$ cat src/rtl/bank_seq_pkg.sv
package bank_seq_pkg;

  typedef enum logic [2:0] {
    CMD_NOP = 3'd0,
    CMD_ACT = 3'd1,
    CMD_RD  = 3'd2,
    CMD_WR  = 3'd3,
    CMD_PRE = 3'd4
  } bank_cmd_e;

  function automatic logic is_column(bank_cmd_e c);
    return (c == CMD_RD) || (c == CMD_WR);
  endfunction

endpackage

$ cat src/rtl/bank_step_timer.sv
module bank_step_timer #(
  parameter int CNT_W = 3
) (
  input  logic             clk,
  input  logic             rst,
  input  logic             load,
  input  logic [CNT_W-1:0] load_val,
  output logic             expired
);

  logic [CNT_W-1:0] remain_q;

  always_ff @(posedge clk) begin
    if (rst) begin
      remain_q <= '0;
    end else if (load) begin
      remain_q <= load_val;
    end else if (remain_q != '0) begin
      remain_q <= remain_q - 1'b1;
    end
  end

  assign expired = (remain_q == '0);

  // a step is launched only after the previous wait has run out
  a_r6_load_when_expired: assert property (@(posedge clk) disable iff (rst)
    load |-> expired);

endmodule

$ cat src/rtl/bank_open_row.sv
module bank_open_row #(
  parameter int ROW_W = 4
) (
  input  logic             clk,
  input  logic             rst,
  input  logic             activate,
  input  logic             close,
  input  logic [ROW_W-1:0] act_row,
  input  logic [ROW_W-1:0] cmp_row,
  output logic             is_open,
  output logic             hit
);

  logic [ROW_W-1:0] row_q;
  logic             open_q;

  always_ff @(posedge clk) begin
    if (rst) begin
      open_q <= 1'b0;
      row_q  <= '0;
    end else if (activate) begin
      open_q <= 1'b1;
      row_q  <= act_row;
    end else if (close) begin
      open_q <= 1'b0;
    end
  end

  assign is_open = open_q;
  assign hit     = open_q && (row_q == cmp_row);

  // activation only on a closed bank
  a_r3_act_when_closed: assert property (@(posedge clk) disable iff (rst)
    activate |-> !open_q);
  // precharge only when a row is open
  a_r5_close_when_open: assert property (@(posedge clk) disable iff (rst)
    close |-> open_q);
  // the open flag drops only through a precharge
  a_r10_stays_open: assert property (@(posedge clk) disable iff (rst)
    (open_q && !close) |=> open_q);

endmodule

$ cat src/rtl/bank_read_return.sv
module bank_read_return #(
  parameter int DATA_W = 16
) (
  input  logic              clk,
  input  logic              rst,
  input  logic              rd_seen,
  input  logic [DATA_W-1:0] bank_data,
  output logic              rsp_valid,
  output logic [DATA_W-1:0] rsp_rdata
);

  logic wait_q;

  always_ff @(posedge clk) begin
    if (rst) begin
      wait_q    <= 1'b0;
      rsp_valid <= 1'b0;
      rsp_rdata <= '0;
    end else begin
      wait_q    <= rd_seen;
      rsp_valid <= wait_q;
      if (wait_q) rsp_rdata <= bank_data;
    end
  end

  // every strobe lasts one cycle
  a_r8_single_pulse: assert property (@(posedge clk) disable iff (rst)
    rsp_valid |=> !rsp_valid);

endmodule

$ cat src/rtl/bank_cmd_seq.sv
module bank_cmd_seq
  import bank_seq_pkg::*;
#(
  parameter int ROW_W  = 4,
  parameter int COL_W  = 3,
  parameter int DATA_W = 16,
  parameter int T_ACT  = 3,
  parameter int T_COL  = 2,
  parameter int T_PRE  = 4,
  localparam int ADDR_W = (ROW_W > COL_W) ? ROW_W : COL_W
) (
  input  logic                   clk,
  input  logic                   rst,
  input  logic                   req_valid,
  output logic                   req_ready,
  input  logic                   req_write,
  input  logic [ROW_W+COL_W-1:0] req_addr,
  input  logic [DATA_W-1:0]      req_wdata,
  output logic                   rsp_valid,
  output logic [DATA_W-1:0]      rsp_rdata,
  output logic [2:0]             dram_cmd,
  output logic [ADDR_W-1:0]      dram_addr,
  output logic [DATA_W-1:0]      dram_wdata,
  input  logic [DATA_W-1:0]      dram_rdata
);

  localparam int T_MAX1 = (T_ACT > T_COL) ? T_ACT : T_COL;
  localparam int T_MAX  = (T_MAX1 > T_PRE) ? T_MAX1 : T_PRE;
  localparam int CNT_W  = $clog2(T_MAX + 1);
  localparam logic [CNT_W-1:0] WAIT_ACT = CNT_W'(T_ACT - 1);
  localparam logic [CNT_W-1:0] WAIT_COL = CNT_W'(T_COL - 1);
  localparam logic [CNT_W-1:0] WAIT_PRE = CNT_W'(T_PRE - 1);

  // held request
  logic              held_q;
  logic              held_wr_q;
  logic [ROW_W-1:0]  held_row_q;
  logic [COL_W-1:0]  held_col_q;
  logic [DATA_W-1:0] held_data_q;

  // registered command outputs
  bank_cmd_e         cmd_q;
  logic [ADDR_W-1:0] addr_q;
  logic [DATA_W-1:0] wdata_q;

  logic step_ok, row_open, row_hit;
  logic go, go_col, go_pre, go_act;
  logic accept;
  logic [CNT_W-1:0] wait_val;

  assign req_ready = !held_q;
  assign accept    = req_valid && req_ready;

  assign go     = held_q && step_ok;
  assign go_col = go && row_hit;
  assign go_pre = go && row_open && !row_hit;
  assign go_act = go && !row_open;

  always_comb begin
    wait_val = WAIT_PRE;
    if (go_act) wait_val = WAIT_ACT;
    else if (go_col) wait_val = WAIT_COL;
  end

  bank_step_timer #(.CNT_W(CNT_W)) u_timer (
    .clk      (clk),
    .rst      (rst),
    .load     (go),
    .load_val (wait_val),
    .expired  (step_ok)
  );

  bank_open_row #(.ROW_W(ROW_W)) u_row (
    .clk      (clk),
    .rst      (rst),
    .activate (go_act),
    .close    (go_pre),
    .act_row  (held_row_q),
    .cmp_row  (held_row_q),
    .is_open  (row_open),
    .hit      (row_hit)
  );

  always_ff @(posedge clk) begin
    if (rst) begin
      held_q      <= 1'b0;
      held_wr_q   <= 1'b0;
      held_row_q  <= '0;
      held_col_q  <= '0;
      held_data_q <= '0;
      cmd_q       <= CMD_NOP;
      addr_q      <= '0;
      wdata_q     <= '0;
    end else begin
      cmd_q   <= CMD_NOP;
      addr_q  <= '0;
      wdata_q <= '0;
      if (go_act) begin
        cmd_q  <= CMD_ACT;
        addr_q <= ADDR_W'(held_row_q);
      end else if (go_pre) begin
        cmd_q <= CMD_PRE;
      end else if (go_col) begin
        cmd_q  <= held_wr_q ? CMD_WR : CMD_RD;
        addr_q <= ADDR_W'(held_col_q);
        if (held_wr_q) wdata_q <= held_data_q;
        held_q <= 1'b0;
      end
      if (accept) begin
        held_q      <= 1'b1;
        held_wr_q   <= req_write;
        held_row_q  <= req_addr[ROW_W+COL_W-1:COL_W];
        held_col_q  <= req_addr[COL_W-1:0];
        held_data_q <= req_wdata;
      end
    end
  end

  assign dram_cmd   = cmd_q;
  assign dram_addr  = addr_q;
  assign dram_wdata = wdata_q;

  bank_read_return #(.DATA_W(DATA_W)) u_ret (
    .clk       (clk),
    .rst       (rst),
    .rd_seen   (cmd_q == CMD_RD),
    .bank_data (dram_rdata),
    .rsp_valid (rsp_valid),
    .rsp_rdata (rsp_rdata)
  );

  // ---------------- checks on command spacing ----------------
  localparam int GAP_W = CNT_W + 1;
  logic [GAP_W-1:0] gap_q;
  bank_cmd_e        last_q;
  logic             seen_q;
  int               need_gap;

  always_ff @(posedge clk) begin
    if (rst) begin
      gap_q  <= '0;
      last_q <= CMD_NOP;
      seen_q <= 1'b0;
    end else if (cmd_q != CMD_NOP) begin
      gap_q  <= GAP_W'(1);
      last_q <= cmd_q;
      seen_q <= 1'b1;
    end else if (gap_q != '1) begin
      gap_q <= gap_q + 1'b1;
    end
  end

  always_comb begin
    case (last_q)
      CMD_ACT: need_gap = T_ACT;
      CMD_PRE: need_gap = T_PRE;
      default: need_gap = T_COL;
    endcase
  end

  // minimum distance between consecutive commands
  a_r6_step_spacing: assert property (@(posedge clk) disable iff (rst)
    (cmd_q != CMD_NOP && seen_q) |-> (int'(gap_q) >= need_gap));
  // column accesses only into an open row
  a_r4_col_needs_open: assert property (@(posedge clk) disable iff (rst)
    is_column(cmd_q) |-> row_open);
  // an accepted request closes the door next cycle
  a_r7_ready_drops: assert property (@(posedge clk) disable iff (rst)
    accept |=> !req_ready);
  // a strobe traces back to a read two cycles earlier
  a_r8_strobe_follows_rd: assert property (@(posedge clk) disable iff (rst)
    $rose(rsp_valid) |-> $past(cmd_q == CMD_RD, 2));

endmodule

$ cat config.mk
export PLATFORM = sky130hd
export DESIGN_NAME = bank_cmd_seq
export DESIGN_NICKNAME = d
export VERILOG_FILES = /design/src/rtl/bank_seq_pkg.sv /design/src/rtl/bank_step_timer.sv /design/src/rtl/bank_open_row.sv /design/src/rtl/bank_read_return.sv /design/src/rtl/bank_cmd_seq.sv
export SDC_FILE = /design/constraint.sdc
export NUM_CORES = 1
export LEC_CHECK = 0
export BUFFER_PORTS_ARGS = -buffer_cell sky130_fd_sc_hd__buf_2
export CAP_MARGIN = 20
export CELL_PAD_IN_SITES_DETAIL_PLACEMENT = 1
export CELL_PAD_IN_SITES_GLOBAL_PLACEMENT = 2
export CORE_UTILIZATION = 25
export DETAILED_ROUTE_END_ITERATION = 10
export GPL_TIMING_DRIVEN = 1
export PLACE_DENSITY = 0.69
export SLEW_MARGIN = 25
export SYNTH_ARGS = -nofsm -noshare
export SYNTH_HDL_FRONTEND = slang
export SYNTH_SLANG_ARGS = --single-unit
$ cat constraint.sdc
create_clock -name clk -period 1.75 [get_ports clk]
set_clock_uncertainty 0.2 [all_clocks]
set_input_delay 0.35 -clock clk [delete_from_list [all_inputs] [get_ports clk]]
set_output_delay 0.35 -clock clk [all_outputs]
set_load 0.02 [all_outputs]
==> run summary, run 1 <==
Status -> complete, no violations
Final Cycle Share -> 0.950
Post-Layout Cell Count -> 512
Initial DRC count -> 73
Fin crit period -> 1.66 ns
Die H -> 106 µm
VDD IR max -> 0.000398 V
Maximum clock frequency -> 601 MHz
DIE WIDTH -> 106 µm
Synth-to-layout area growth -> 31.3%
Effective utilization at floorplan -> 0.260
Critical Path Stages -> 7
Crit-path max cell delay -> 0.31 ns
RSZ-0062 raised after global routing -> no
Synth area leaders -> dfxtp_1 55%, mux2i_1 7.8%, nand2_1 7.1%, a21oi_1 4.6%, nor3_2 4.1%
Cts bufs inserted -> 9
Site Rows -> 37
Part of the power in registers -> 0.479
Min-delay worst type -> input port to flip-flop
Psw -> 1.03 mW
Placed Area -> 3290 µm²
R2R Setup Slk -> 0.09 ns
Reg-to-reg startpoint -> u_timer.remain_q[0]
TritonCTS clock tree -> done
Crit path max fanout -> 9
CTS Root Cell -> clkbuf_8
Fin. Hold Viols -> 0
Crit. End Element -> flip-flop
# placed instances -> 496
Largest net degree at the start of global routing -> 39
DP HPWL -> 4680 µm
Gpl congestion -> 0.709
Worst path slowest cell -> dfxtp_1
Clock power frac -> 0.333
Worst path arrival time -> 1.73 ns
Max Buffers Root-to-Sink -> 2
Critical path endpoint -> dram_wdata[5]
Total congestion overflow -> 0
Clk Latency, worst-skew pair -> 0.34 ns
Pwr dens -> 1080 nW/µm²
Syn Nets -> 329
Die Area -> 11200 µm²
Core Area -> 10400 µm²
Share of the synthesized area in the top cell type -> 0.550
Vias in the first global route -> 2294
Max-cap viol count -> 0
Post-Syn Instances -> 284
Seq/Total Area, Yosys -> 0.550
All-layer global routing usage -> 0.127
Final antenna-violating net count -> 0
Antenna violations before repair -> 0
Max_slew headroom -> 0.697
Combinational power share -> 0.188
Setup_tns -> 0 ns
Power Internal -> 2.77 mW
Worst R2R Path Depth -> 7
CP required -> 1.82 ns
Yosys cell types -> 30
Synthesized area -> 2690 µm²
Clock sink total -> 74
Top delay family on crit path -> simple AND/OR/NAND/NOR gates
Mean Syn Cell Area -> 9.48 µm²
Largest area contributor in the synthesized netlist -> dfxtp_1
Critical Path Start Type -> flip-flop
Layout cells sized above 1 -> 0.354
First-pass GRT wire length -> 10900 µm
RR Endpoint -> dram_wdata[5]
Worst-Margin Slew -> 0.455 ns
Diode count -> 0
Wirelength per Cell -> 12.9 µm
Vias -> 2173
Setup crit start -> u_timer.remain_q[0]
Sw frac -> 0.271
Routed Wire Length -> 6600 µm
Final net count -> 417
CP Class -> flip-flop to flip-flop
Ordered cell list for the critical path -> inv_1, ha_2, ha_4, and4b_2, nand2_4, buf_12, nor3_1
DR pass1 iterations -> 4
Bufs and invs on worst path -> 2
Max-slew violation count -> 0
# DRC -> 0
Leak -> 1.52 nW
Vias per cell -> 4.24
Endpoints failing setup -> 0
Port Buffer Count -> 83
Worst-path clk slew -> 0.08 ns
H-tree Lvls -> 3
Io pins -> 84
FF+latch count, synth -> 74
Overall Power -> 3.81 mW
Post-route cell area -> 3530 µm²
Syn. warnings -> 0
==> metrics by stage <==
step,worst slack (ns),hold WS (ns),utilization
floorplan,0.133,0.216,-
global placement,0.0460,0.221,0.317
detailed placement,0.0122,0.228,0.317
CTS,0.000995,0.0213,0.335
global route,0.0128,0.0283,0.341
finish,0.0868,0.0374,0.341
==> what timing repair did <==
action | 4_1_cts | 5_1_grt
gates resized for setup | 1 | 10
buffers inserted | 0 | 1
hold buffers | 0 | 0
endpoints found under the setup margin | 2 | 16
pin swaps | 0 | 2
==> registers in the layout, summed over array words and instances, names as in the netlist <==
register and count:
held_row_q 4, held_data_q 16, u_ret.wait_q 1, u_timer.remain_q 3
dram_wdata 16, held_wr_q 1, u_row.is_open 1, u_ret.rsp_rdata 16
held_col_q 3, u_ret.rsp_valid 1, u_row.row_q 4, dram_cmd 3
dram_addr 4, held_q 1
==> worst min-delay path by stage <==
stage	startpoint	endpoint	slack (ns)	depth (start not counted)
finish	req_wdata[6]	held_data_q[6]	0.04	3
global route	req_addr[6]	held_row_q[3]	0.03	3
CTS	req_wdata[3]	held_data_q[3]	0.02	3
detailed placement	held_data_q[3]	dram_wdata[3]	0.23	2
global placement	dram_cmd[2]	u_ret.wait_q	0.22	1
floorplan	held_data_q[0]	dram_wdata[0]	0.22	2
==> kinds of logic after synthesis <==
logic type | after synthesis | share of synthesized area
AOI/OAI and AO/OA | 36 | 0.0781
xor gates and xnor gates | 4 | 0.0130
and+or+nand+nor | 106 | 0.195
buffers and inverters | 41 | 0.0762
DFF | 74 | 0.550
muxes | 21 | 0.0781
adders and majority gates | 2 | 0.00929
==> worst register-to-register path, delay by kind of cell (launching register included) <==
| kind | cells | cell delay (ns) |
|---|---|---|
| DFF | 1 | 0.31 |
| buffers and inverters | 2 | 0.23 |
| adders and majority gates | 2 | 0.34 |
| and+or+nand+nor | 3 | 0.52 |
==> power groups by stage <==
| stage | combinational [mW] | sequential (mW) | clock (mW) |
|---|---|---|---|
| floorplan | 0.424 | 1.86 | 0 |
| global placement | 0.626 | 1.86 | 0 |
| detailed placement | 0.649 | 1.86 | 0 |
| CTS | 0.652 | 1.82 | 1.32 |
| global route | 0.809 | 1.83 | 1.39 |
| finish | 0.715 | 1.82 | 1.27 |
==> layout make-up <==
type	instances	area, µm²
clock inverter	3	40.0
sequential	74	1480
fill	1247	6840
timing repair buffer	97	558
clock buffer	12	145
multi-input combinational	169	1060
inverter	21	78.8
tap	136	170
==> synth_stat cells (all sizes together) <==
cell / instances
nor2b: 3
o22ai: 1
nand2: 52
inv: 21
nor4b: 1
and4b: 1
nand2b: 1
mux2i: 21
nor2: 26
o21a: 3
nand4: 1
a311oi: 1
and2: 1
xnor2: 4
a21oi: 25
buf: 14
a211oi: 2
dfxtp: 74
clkbuf: 6
ha: 2
nor3: 17
and3: 1
o2bb2ai: 3
nand3b: 1
nand3: 1
a31oi: 1
==> layer usage <==
metal / track usage / up-vias / wire length, µm
met5: 0 / - / 0
met4: 0.0506 / 0 / 105
met3: 0.0427 / 10 / 427
met2: 0.220 / 68 / 3160
met1: 0.142 / 1006 / 2900
li1: - / 1089 / -
==> placed cells by master (no fill, tap or decap), types with 4 or more instances in the layout <==
cell type and count:
buf_2 83, nor3_2 15, clkbuf_8 10, nand2_1 51, a21oi_1 25, buf_4 11
inv_1 21, nor2_1 25, xnor2_1 4, mux2i_1 21, dfxtp_1 74
Note: power is estimated with default switching activity, not from simulation.
==> run 2, diff against run 1 <==
--- a/config.mk
+++ b/config.mk
@@ -16,4 +16,5 @@
 export SLEW_MARGIN = 25
 export SYNTH_ARGS = -nofsm -noshare
 export SYNTH_HDL_FRONTEND = slang
+export SYNTH_HIERARCHICAL = 1
 export SYNTH_SLANG_ARGS = --single-unit
==> run 2 against run 1 <==
The flow now finishes with violations (setup timing). Flip-flop and latch count unchanged. Largest cell class unchanged. Global-route usage down 0.64 points. Largest power group unchanged. Synthesized cell count down 1.1%. Sequential power about the same. Synthesized area down 0.37%. Clock power up 11%. First-iteration DRC count down 26%. Register-to-register slack worse by 0.09 ns.
==> run summary, run 2 <==
Bufs and invs on worst path -> 3
Placement Setup Slack -> -0.186 ns
Final antenna-violating net count -> 0
First-pass GRT wire length -> 10500 µm
Hold_sp -> req_wdata[3]
TritonCTS clock tree -> done
Vias -> 2175
Reg area -> 1480 µm²
Crit-path max cell delay -> 0.33 ns
RSZ-0062 raised after global routing -> yes
All-layer global routing usage -> 0.120
Max-slew violation count -> 0
Post-Syn Instances -> 281
Most frequent cells in the layout -> 83 x buf_2, 72 x dfxtp_1, 51 x nand2_1
Endpoints failing setup -> 1
Largest area contributor in the synthesized netlist -> dfxtp_1
Min-delay worst type -> input port to flip-flop
Most used cell, CP -> inv_2
Fin Hold WS -> 0.0473 ns
CP required -> 1.76 ns
Ordered cell list for the critical path -> inv_2, ha_4, nand2b_4, inv_2, nand2_2, or2_4, clkinvlp_4, mux2i_1, nor2_1
DR pass1 iterations -> 4
Max Buffers Root-to-Sink -> 2
DP HPWL -> 4410 µm
Vias in the first global route -> 2210
Top FF cell, synth -> dfxtp_1
Post-synth EDFFs -> 0
Mean Syn Cell Area -> 9.55 µm²
Worst path arrival time -> 1.77 ns
Fin. Hold Viols -> 0
Multi-input combinational cell area -> 1120 µm²
Pwr dens -> 1140 nW/µm²
DIE WIDTH -> 106 µm
Leak -> 1.62 nW
Final worst slack -> -0.00640 ns
Syn. warnings -> 6
Crit path max fanout -> 5
Top delay family on crit path -> simple AND/OR/NAND/NOR gates
CP Class -> flip-flop to flip-flop
Final Cycle Share -> 1.00
Min-Delay Endpoint -> held_data_q[3]
Port Buffer Count -> 83
Worst R2R Path Depth -> 9
R2R Setup Slk -> -0.006 ns
Gpl congestion -> 0.713
Post-route cell area -> 3700 µm²
Largest net degree at the start of global routing -> 28
CTS Root Cell -> clkbuf_8
Layout cells sized above 1 -> 0.381
Hold-fix buffers, CTS -> 0
Layout filler cell count -> 1244
FF+latch count, synth -> 74
Failing checks -> setup timing
H-tree Lvls -> 3
Status -> complete, but fails checks
Effective utilization at floorplan -> 0.259
Psw -> 1.13 mW
Vias per cell -> 4.13
Fin crit period -> 1.76 ns
Wirelength per Cell -> 12.4 µm
Crit. End Element -> flip-flop
Reg-to-reg startpoint -> u_timer/remain_q[1]
Worst path slowest cell -> dfxtp_2
Part of the power in registers -> 0.432
Die H -> 106 µm
Maximum clock frequency -> 569 MHz
Routed Wire Length -> 6510 µm
Most common cell after layout, fill and taps aside -> buf_2
Synth-to-layout area growth -> 37.9%
Synth area leaders -> dfxtp_1 55%, mux2i_1 7.5%, nand2_1 7.3%, a21oi_1 5.4%, and2_1 3.7%
Total congestion overflow -> 0
Initial DRC count -> 54
Diode count -> 0
Final net count -> 433
Placed Area -> 3340 µm²
Cell with the most instances after synthesis -> dfxtp_1
Site Rows -> 37
# DRC -> 0
Seq/Total Area, Yosys -> 0.552
Hold Path Depth -> 3
Share of the synthesized area in the top cell type -> 0.552
Max-cap viol count -> 0
Top cells by count, synth -> 74 x dfxtp_1, 52 x nand2_1, 29 x a21oi_1, 25 x nor2_1, 20 x mux2i_1
Cts bufs inserted -> 9
Yosys cell types -> 32
Synth async-reset ratio -> 0
Sw frac -> 0.268
Die Area -> 11100 µm²
Clock power frac -> 0.334
Power Internal -> 3.09 mW
Antenna violations before repair -> 0
Worst-path clk slew -> 0.08 ns
Clock sink total -> 74
Clk Latency, worst-skew pair -> 0.33 ns
Critical Path Start Type -> flip-flop
Combinational power share -> 0.235
Syn Nets -> 326
RR Endpoint -> u_row/row_q[3]
VDD IR max -> 0.000356 V
Synthesized area -> 2680 µm²
Io pins -> 84
Core Area -> 10400 µm²
run 2: changes by cell type after synthesis, moves of 4 or more:
cell / before / now
a21oi_1: 25 / 29
nor2b_1: 3 / 8
buf_4: 6 / 2
inv_1: 21 / 8
and2_1: 1 / 16
nor3_2: 11 / 0
nor3_1: 6 / 0
nand2b_1: 1 / 6
run 2: worst min-delay path: stages:
cell     delay, ns
buf_2         0.09
nand2_1       0.04
a21oi_1       0.05
run 2: routing by layer:
metal	routed length, µm	share of wire	vias up	global-route usage
li1	-	-	1109	-
met1	3140	0.48	1012	0.158
met2	3090	0.47	54	0.188
met3	287	0.044	0	0.0278
met4	0	0	0	0.0536
met5	0	0	-	0
run 2: layout make-up:
class | count | area share
clock buffers | 9 | 0.0335
clock inverters | 5 | 0.0220
inverters | 8 | 0.00913
multi-input cells | 182 | 0.304
flip-flops and latches | 74 | 0.401
well taps | 136 | 0.0460
repair buffers | 113 | 0.184
run 2: kinds of logic (layout without fill, tap and decap cells):
logic type,count (synthesis),count (layout),share of synthesized area
and+or+nand+nor,122,122,0.224
DFF,74,74,0.552
AOI/OAI and AO/OA,33,33,0.0690
buffers and inverters,25,135,0.0560
muxes,20,20,0.0746
xor gates and xnor gates,4,4,0.0131
adders and majority gates,2,2,0.00933
other,1,1,0.00140
run 2: worst max path at each step:
stage                         from  cells after the start                   to
2_1_floorplan  u_timer/remain_q[0]                     10       u_row/row_q[2]
3_3_place_gp   u_timer/remain_q[0]                      9       u_row/row_q[0]
3_5_place_dp   u_timer/remain_q[1]                      8  u_timer/remain_q[0]
4_1_cts        u_timer/remain_q[0]                      9       u_row/row_q[3]
5_1_grt        u_timer/remain_q[1]                      9       u_row/row_q[3]
6_report       u_timer/remain_q[1]                      9       u_row/row_q[3]
run 2: repair_timing:
action / 4_1_cts / 5_1_grt
setup endpoints to repair: 7 / 24
pin swaps: 1 / 6
gates resized for setup: 8 / 9
gates cloned: 0 / 0
setup buffers: 1 / 8
run 2: power by group through the flow:
stage	Clock [mW]	Sequential [mW]	Combinational, mW
2_1_floorplan	0	1.86	0.424
3_3_place_gp	0	1.85	0.709
6_report	1.41	1.82	0.992
5_1_grt	1.55	1.84	1.07
3_5_place_dp	0	1.85	0.733
4_1_cts	1.47	1.82	0.843
run 2: stage by stage:
step | TNS (ns) | std cells | util | power [mW]
floorplan | 0 | 281 | - | 2.28
global placement | -0.152 | 504 | 0.322 | 2.56
detailed placement | -0.676 | 504 | 0.322 | 2.58
CTS | 0 | 519 | 0.345 | 4.13
global route | -0.374 | 527 | 0.357 | 4.46
finish | -0.00640 | 527 | 0.357 | 4.22
==> run 3, diff against run 2 <==
==> constraint.sdc (replaced) <==
create_clock -name clk -period 2.2 [get_ports clk]
set_clock_uncertainty 0.2 [all_clocks]
set_input_delay 0.44 -clock clk [delete_from_list [all_inputs] [get_ports clk]]
set_output_delay 0.44 -clock clk [all_outputs]
set_load 0.02 [all_outputs]
==> run 3 against run 2 <==
The run now ends clean. First-iteration DRC count decreased by 33%. Worst setup slack improved by 0.20 ns. Utilization decreased by 3.2 points. Global-route usage decreased by 0.85 points.
==> run summary, run 3 (same netlist as run 2, synthesis figures left out) <==
Core Area -> 10400 µm²
Die H -> 106 µm
CTS Root Cell -> clkbuf_8
Min-delay worst type -> input port to flip-flop
Die Area -> 11100 µm²
Critical Path Start Type -> flip-flop
Combinational power share -> 0.152
Final worst slack -> 0.197 ns
Layout cells sized above 1 -> 0.302
Crit path max fanout -> 5
Psw -> 0.794 mW
Vias -> 2099
Worst R2R Path Depth -> 9
Antenna violations before repair -> 0
Placed Area -> 3190 µm²
CP Class -> flip-flop to flip-flop
Fin. Hold Viols -> 0
Wirelength per Cell -> 12.0 µm
Routed Wire Length -> 6060 µm
Total congestion overflow -> 0
Setup_tns -> 0 ns
Worst-path clk slew -> 0.08 ns
Reg area -> 1480 µm²
TritonCTS clock tree -> done
Sw frac -> 0.280
Final net count -> 408
Clock power frac -> 0.333
Worst-Margin Slew -> 0.976 ns
Synth-to-layout area growth -> 25.5%
Part of the power in registers -> 0.515
CP required -> 2.20 ns
Overall Power -> 2.83 mW
Most common cell after layout, fill and taps aside -> buf_2
Initial DRC count -> 36
Final antenna-violating net count -> 0
Gpl congestion -> 0.702
First-pass GRT wire length -> 9720 µm
Fin crit period -> 2.00 ns
Post-CTS Setup Bufs -> 0
Vias in the first global route -> 2067
Max Buffers Root-to-Sink -> 2
Pwr dens -> 842 nW/µm²
Clk Latency, worst-skew pair -> 0.33 ns
Site Rows -> 37
H-tree Lvls -> 3
DR pass1 iterations -> 2
Max-slew violation count -> 0
DIE WIDTH -> 106 µm
Hold Path Depth -> 3
Power Internal -> 2.04 mW
Crit. End Element -> flip-flop
DP HPWL -> 4180 µm
All-layer global routing usage -> 0.112
VDD IR max -> 0.000291 V
Diode count -> 0
Maximum clock frequency -> 499 MHz
Port Buffer Count -> 83
Io pins -> 84
Endpoints failing setup -> 0
Effective utilization at floorplan -> 0.259
Final Cycle Share -> 0.911
Leak -> 1.47 nW
Hold-fix buffers, CTS -> 0
Max-cap viol count -> 0
Cts bufs inserted -> 9
Final core utilization -> 0.325
# DRC -> 0
Layout filler cell count -> 1260
Worst path arrival time -> 2.01 ns
Largest net degree at the start of global routing -> 52
Most frequent cells in the layout -> 83 x buf_2, 74 x dfxtp_1, 52 x nand2_1
RSZ-0062 raised after global routing -> no
Clock sink total -> 74
Placement Setup Slack -> 0.115 ns
Status -> complete, no violations
Post-route cell area -> 3370 µm²
Max_slew headroom -> 0.346
Vias per cell -> 4.16
Multi-input combinational cell area -> 1050 µm²
-- run 3: critical path, stage by stage (launching register included) --
cell and delay (ns):
dfxtp_1 0.33, inv_1 0.08, ha_1 0.20, nand2b_1 0.11, inv_1 0.14, nand2_1 0.11, or2_2 0.32, inv_2 0.13
mux2i_1 0.20, nor2_1 0.05
-- run 3: worst paths after layout --
path | from | endpoint | slack, ns
hold / removal | req_wdata[1] | held_data_q[1] | 0.13
setup reg to reg | u_timer/remain_q[0] | u_row/row_q[1] | 0.20
hold reg to reg | held_data_q[8] | held_data_q[8] | 0.25
setup / recovery | u_timer/remain_q[0] | u_row/row_q[1] | 0.20
-- run 3: what timing repair did --
action                                 CTS  global route
gates resized for setup                  0             1
setup endpoints to repair                0             3
endpoints found under the hold margin    0             0
-- run 3: metal layers --
| layer | GRT usage | part of all wire | vias up |
|---|---|---|---|
| met2 | 0.170 | 0.44 | 57 |
| li1 | - | - | 1062 |
| met1 | 0.148 | 0.50 | 976 |
| met3 | 0.0340 | 0.051 | 4 |
| met4 | 0.0437 | 0.0084 | 0 |
| met5 | 0 | 0 | - |
-- run 3: through the flow --
stage	hold WS, ns	std cells
after floorplan	0.230	281
after global placement	0.238	488
after detailed placement	0.243	488
after CTS	0.114	504
after global routing	0.112	504
final	0.135	504
-- run 3: power groups by stage --
| stage | clock network, mW | logic [mW] | registers (mW) |
|---|---|---|---|
| after detailed placement | 0 | 0.435 | 1.49 |
| after global routing | 1.04 | 0.480 | 1.47 |
| after floorplan | 0 | 0.320 | 1.48 |
| after global placement | 0 | 0.424 | 1.49 |
| final | 0.942 | 0.431 | 1.46 |
| after CTS | 0.996 | 0.436 | 1.46 |
-- run 3: final cells by class --
cell class	count	share of cell area
multi-input cells	182	0.313
clock buffers	10	0.0409
inverters	8	0.00892
clock inverters	6	0.0119
well taps	136	0.0506
flip-flops and latches	74	0.440
repair buffers	88	0.135
